<file path="config.mk">
export PLATFORM = sky130hd
export DESIGN_NAME = msi_irq_agg
export DESIGN_NICKNAME = d
export VERILOG_FILES = /design/src/rtl/msi_irq_agg.sv
export SDC_FILE = /design/constraint.sdc
export NUM_CORES = 1
export LEC_CHECK = 0
export ABC_AREA = 1
export BUFFER_PORTS_ARGS = -buffer_cell sky130_fd_sc_hd__buf_2
export CAP_MARGIN = 20
export CORE_ASPECT_RATIO = 1.25
export CORE_MARGIN = 4
export CORE_UTILIZATION = 50
export CTS_CLUSTER_DIAMETER = 30
export DETAILED_ROUTE_END_ITERATION = 10
export PLACE_DENSITY = 0.76
export SLEW_MARGIN = 10
export SYNTH_ARGS = -nofsm -noshare
export SYNTH_HDL_FRONTEND = slang
export SYNTH_SLANG_ARGS = --single-unit
export TNS_END_PERCENT = 20
</file>
<file path="constraint.sdc">
create_clock -name clk -period 0.95 [get_ports clk]
set_input_delay 0.095 -clock clk [delete_from_list [all_inputs] [get_ports clk]]
set_output_delay 0.095 -clock clk [all_outputs]
set_load 0.01 [all_outputs]
</file>
<file path="src/rtl/msi_irq_agg.sv">
module msi_irq_agg #(
  parameter bit REDUCED = 1'b0
) (
  input  logic        clk,
  input  logic        rst_n,
  input  logic        msg_valid,
  input  logic [7:0]  msg_data,
  input  logic        reg_wr,
  input  logic [1:0]  reg_addr,
  input  logic [31:0] reg_wdata,
  output logic [31:0] reg_rdata,
  output logic [3:0]  irq
);
  localparam int IDX_W = REDUCED ? 3 : 5;
  localparam int USED = 1 << IDX_W;
  localparam logic [31:0] KEEP = 32'((64'd1 << USED) - 64'd1);

  logic [31:0] status [4];

  wire [1:0]  sel    = msg_data[1:0];
  wire [4:0]  idx    = msg_data[6:2];
  wire        hit    = msg_valid && (32'(idx) < USED);
  wire [31:0] onehot = 32'd1 << idx;

  for (genvar r = 0; r < 4; r++) begin : g_reg
    wire [31:0] clr = (reg_wr && reg_addr == 2'(r)) ? reg_wdata : 32'd0;
    wire [31:0] set = (hit && sel == 2'(r)) ? onehot : 32'd0;
    always_ff @(posedge clk) begin
      if (!rst_n) status[r] <= '0;
      else        status[r] <= ((status[r] & ~clr) | set) & KEEP;
    end
    assign irq[r] = |status[r];
  end

  assign reg_rdata = status[reg_addr];
endmodule

</file>
==> results.toml <==
[routing]
wl_met3_mm = 2.65
wl_per_cell_um = 19.0
firstDrtPassIters = 9
top_layer_used = "met5"
antenna_left = 0
wl_met2_mm = 12.7
wl_met1_mm = 9.32
drt_iter0_markers = 958
routed-via-count = 8216
drc_errors = 0
wirelength_mm = 26.3
viasPerCell = 5.93

[worst_hold_path]
hold_depth = 4
hold_path_class = "in -> reg"
hold_start = "reg_wdata[0]"

[floorplan]
die_x_um = 109
die_area_um2 = 14700
ios = 82
die_h_um = 135
rows = 46
initial_core_util_pct = 50.7
core_um2 = 12700

[grt]
first_global_vias = 7866
grt_first_pass_wirelength_mm = 39.4
grt_overflow = 0
grt_antenna_before_repair = 2
grt.total_usage_pct = 34.7
grt_max_degree = 52

[power]
clkPwrFrac_pct = 50.1
powerDensity_nw_per_um2 = 1430
pwr-share-seq_pct = 39.6
leakage_nw = 3.91
swShare_pct = 25.6
p_sw_mw = 3.49
p_total_mw = 13.7
vdd_ir_drop_max_uv = 1200
combPwrFrac_pct = 10.3
internal_power_mw = 10.2

[critical_path]
max_stage_delay_ns = 0.35
r2r_setup_slack_ns = 0.04
cpLargestDelayFamily = "simple AND/OR/NAND/NOR gates"
reg2reg_depth = 3
cp-startpoint = "status[2][14]$_SDFF_PN0_"
crit_path_end = "irq[2]"
r2r-end = "status[2][14]$_SDFF_PN0_"
critical_path_class = "reg -> out"
crit_chain = "nor2_4 > nand4_1 > nor2_2 > nand3_1 > buf_2"
timing.rr.start = "status[2][14]$_SDFF_PN0_"
cp.depth = 5
arrival_ns = 1.57
cp_slowest_cell = "dfxtp_1"
path_max_fanout = 2
startpoint_type = "flip-flop"
critPathCaptureType = "primary output"
path_buf_inv = 1
required_ns = 0.85

[synthesis]
synth_cell_types = 24
avgSynthCellArea_um2 = 6.65
synthesis.nets = 1012
yosysWarnings = 0
netlist_area_um2 = 6420
seq_area_frac_synth_pct = 39.9
netlist_instances = 966
ys_ff_latch = 128

[sta]
tightest_slew_ns = 0.292
drv_slew = 0
maxSlewHeadroom_pct = 80.4
maxClockFrequency_mhz = 601
setup_viol = 36
final_hold_viol_count = 0
post-route-min-period_ns = 1.66
rsz0062_at_grt = "true"
period_share_pct = 175
skew_ns = 0
setup_ws_ns = -0.714

[layout]
drive_above_1_share_pct = 33.9
final_cell_mix = "nand2_1 (294), buf_4 (131), a21oi_1 (128), nand3_1 (89), dfxtp_1 (88)"
utilization_pct = 75.4
antennaDiodeCount = 0
largest_reg_flops = 128
final_common_cell = "nand2_1"
regMostFlops = "status"
fin_nets = 1251
top_regs = "status x128"
syn2layout_area_growth_pct = 48.7
fill_cells = 897

[clock_tree]
clkSlewWorstSetupHoldPaths_ns = 0.06
cts_tree = "yes"
clk_latency_ns = 0.43
clkSinkCount = 128
cts_buffer_depth = 2
cts_buffers = 17
root_buffer = "clkbuf_16"
cts_max_level = 4

[placed_design]
io_buffers = 80
post-dp-hpwl_mm = 15.8
globalplace.congestion = 0.976

[run_status]
status = "complete, but fails checks"
violations = "negative setup slack"

[flow_run]
cap_violations = 0
## routing by layer
| layer | track usage, % | up-vias |
|---|---|---|
| met5 | 0 | - |
| met4 | 22.5 | 4 |
| met3 | 8.70 | 160 |
| met2 | 57.9 | 591 |
| met1 | 38.7 | 3749 |
| li1 | - | 3712 |
## cell type report
| cell class | instances | area, µm² | share of cell area [%] |
|---|---|---|---|
| clock buffers | 19 | 453 | 4.74 |
| clock inverters | 13 | 163 | 1.70 |
| inverters | 49 | 185 | 1.94 |
| multi-input cells | 728 | 3600 | 37.7 |
| flip-flops and latches | 128 | 2610 | 27.4 |
| well taps | 168 | 210 | 2.20 |
| repair buffers | 281 | 2320 | 24.3 |
## cell families (layout without fill, tap and decap cells)
group                  count (synthesis)  after routing  share of synthesized area, %
and+or+nand+nor                      509            509                          34.0
AOI/OAI and AO/OA                    219            219                          18.8
buffers and inverters                110            362                          7.37
DFF                                  128            128                          39.9
## tightest hold or removal path: stages
cell     delay [ns]
buf_2          0.14
nand2_1        0.06
nand2_1        0.05
a21oi_1        0.06
## Yosys cell counts
| cell type | n | area share [%] |
|---|---|---|
| nand2_1 | 299 | 17 |
| a21oi_1 | 128 | 10 |
| dfxtp_1 | 128 | 40 |
| nand3_1 | 93 | 7.3 |
| nor2_1 | 64 | 3.7 |
| o21ai_0 | 45 | 3.5 |
| inv_1 | 42 | 2.5 |
| a22oi_1 | 31 | 3.6 |
| buf_2 | 31 | 2.4 |
| clkbuf_1 | 25 | 1.5 |
| nor2_2 | 25 | 2.4 |
| nand4_1 | 16 | 1.6 |
| o211ai_1 | 11 | 1.3 |
| inv_2 | 7 | 0.41 |
| nor3_1 | 6 | 0.47 |
| o21ai_1 | 3 | 0.23 |
| buf_6 | 2 | 0.35 |
| clkbuf_2 | 2 | 0.16 |
| nand3_2 | 2 | 0.31 |
| nor2_4 | 2 | 0.35 |
| buf_4 | 1 | 0.12 |
| nor3_4 | 1 | 0.25 |
| nor4_1 | 1 | 0.098 |
| o2111ai_1 | 1 | 0.14 |
## metrics by stage
| step | worst slack (ns) | instances | setup TNS, ns | instance area, µm² | hold slack, ns |
|---|---|---|---|---|---|
| 4_1_cts | -0.680 | 1384 | -16.41 | 9330 | 0.00958 |
| 6_report | -0.714 | 1386 | -16.53 | 9550 | 0.0268 |
| 2_1_floorplan | 0.0454 | 966 | 0 | 6420 | 0.277 |
| 3_3_place_gp | -0.268 | 1320 | -19.67 | 8220 | 0.396 |
| 3_5_place_dp | -0.279 | 1320 | -21.92 | 8220 | 0.399 |
| 5_1_grt | -0.737 | 1386 | -18.36 | 9550 | 0.0380 |
## power by group through the flow
stage	combinational (mW)	sequential [mW]	clock (mW)
floorplan	0.570	5.52	0
global placement	1.20	5.52	0
detailed placement	1.20	5.52	0
CTS	1.33	5.40	6.79
global route	1.47	5.41	7.04
finish	1.41	5.41	6.84
## how the worst min path moves through the flow
stage	endpoint	slack, ns
2_1_floorplan	status[1][0]$_SDFF_PN0_	0.28
3_3_place_gp	status[2][5]$_SDFF_PN0_	0.40
3_5_place_dp	status[1][21]$_SDFF_PN0_	0.40
4_1_cts	status[1][0]$_SDFF_PN0_	0.01
5_1_grt	status[1][0]$_SDFF_PN0_	0.04
6_report	status[1][0]$_SDFF_PN0_	0.03
## timing repair
item	in CTS	in global routing
gates cloned	0	0
endpoints found under the setup margin	36	36
hold endpoints to repair	61	0
gates resized for setup	62	63
pin swaps	19	34
hold buffers	31	0
setup buffers	1	2
(Power assumes the default switching activity.)
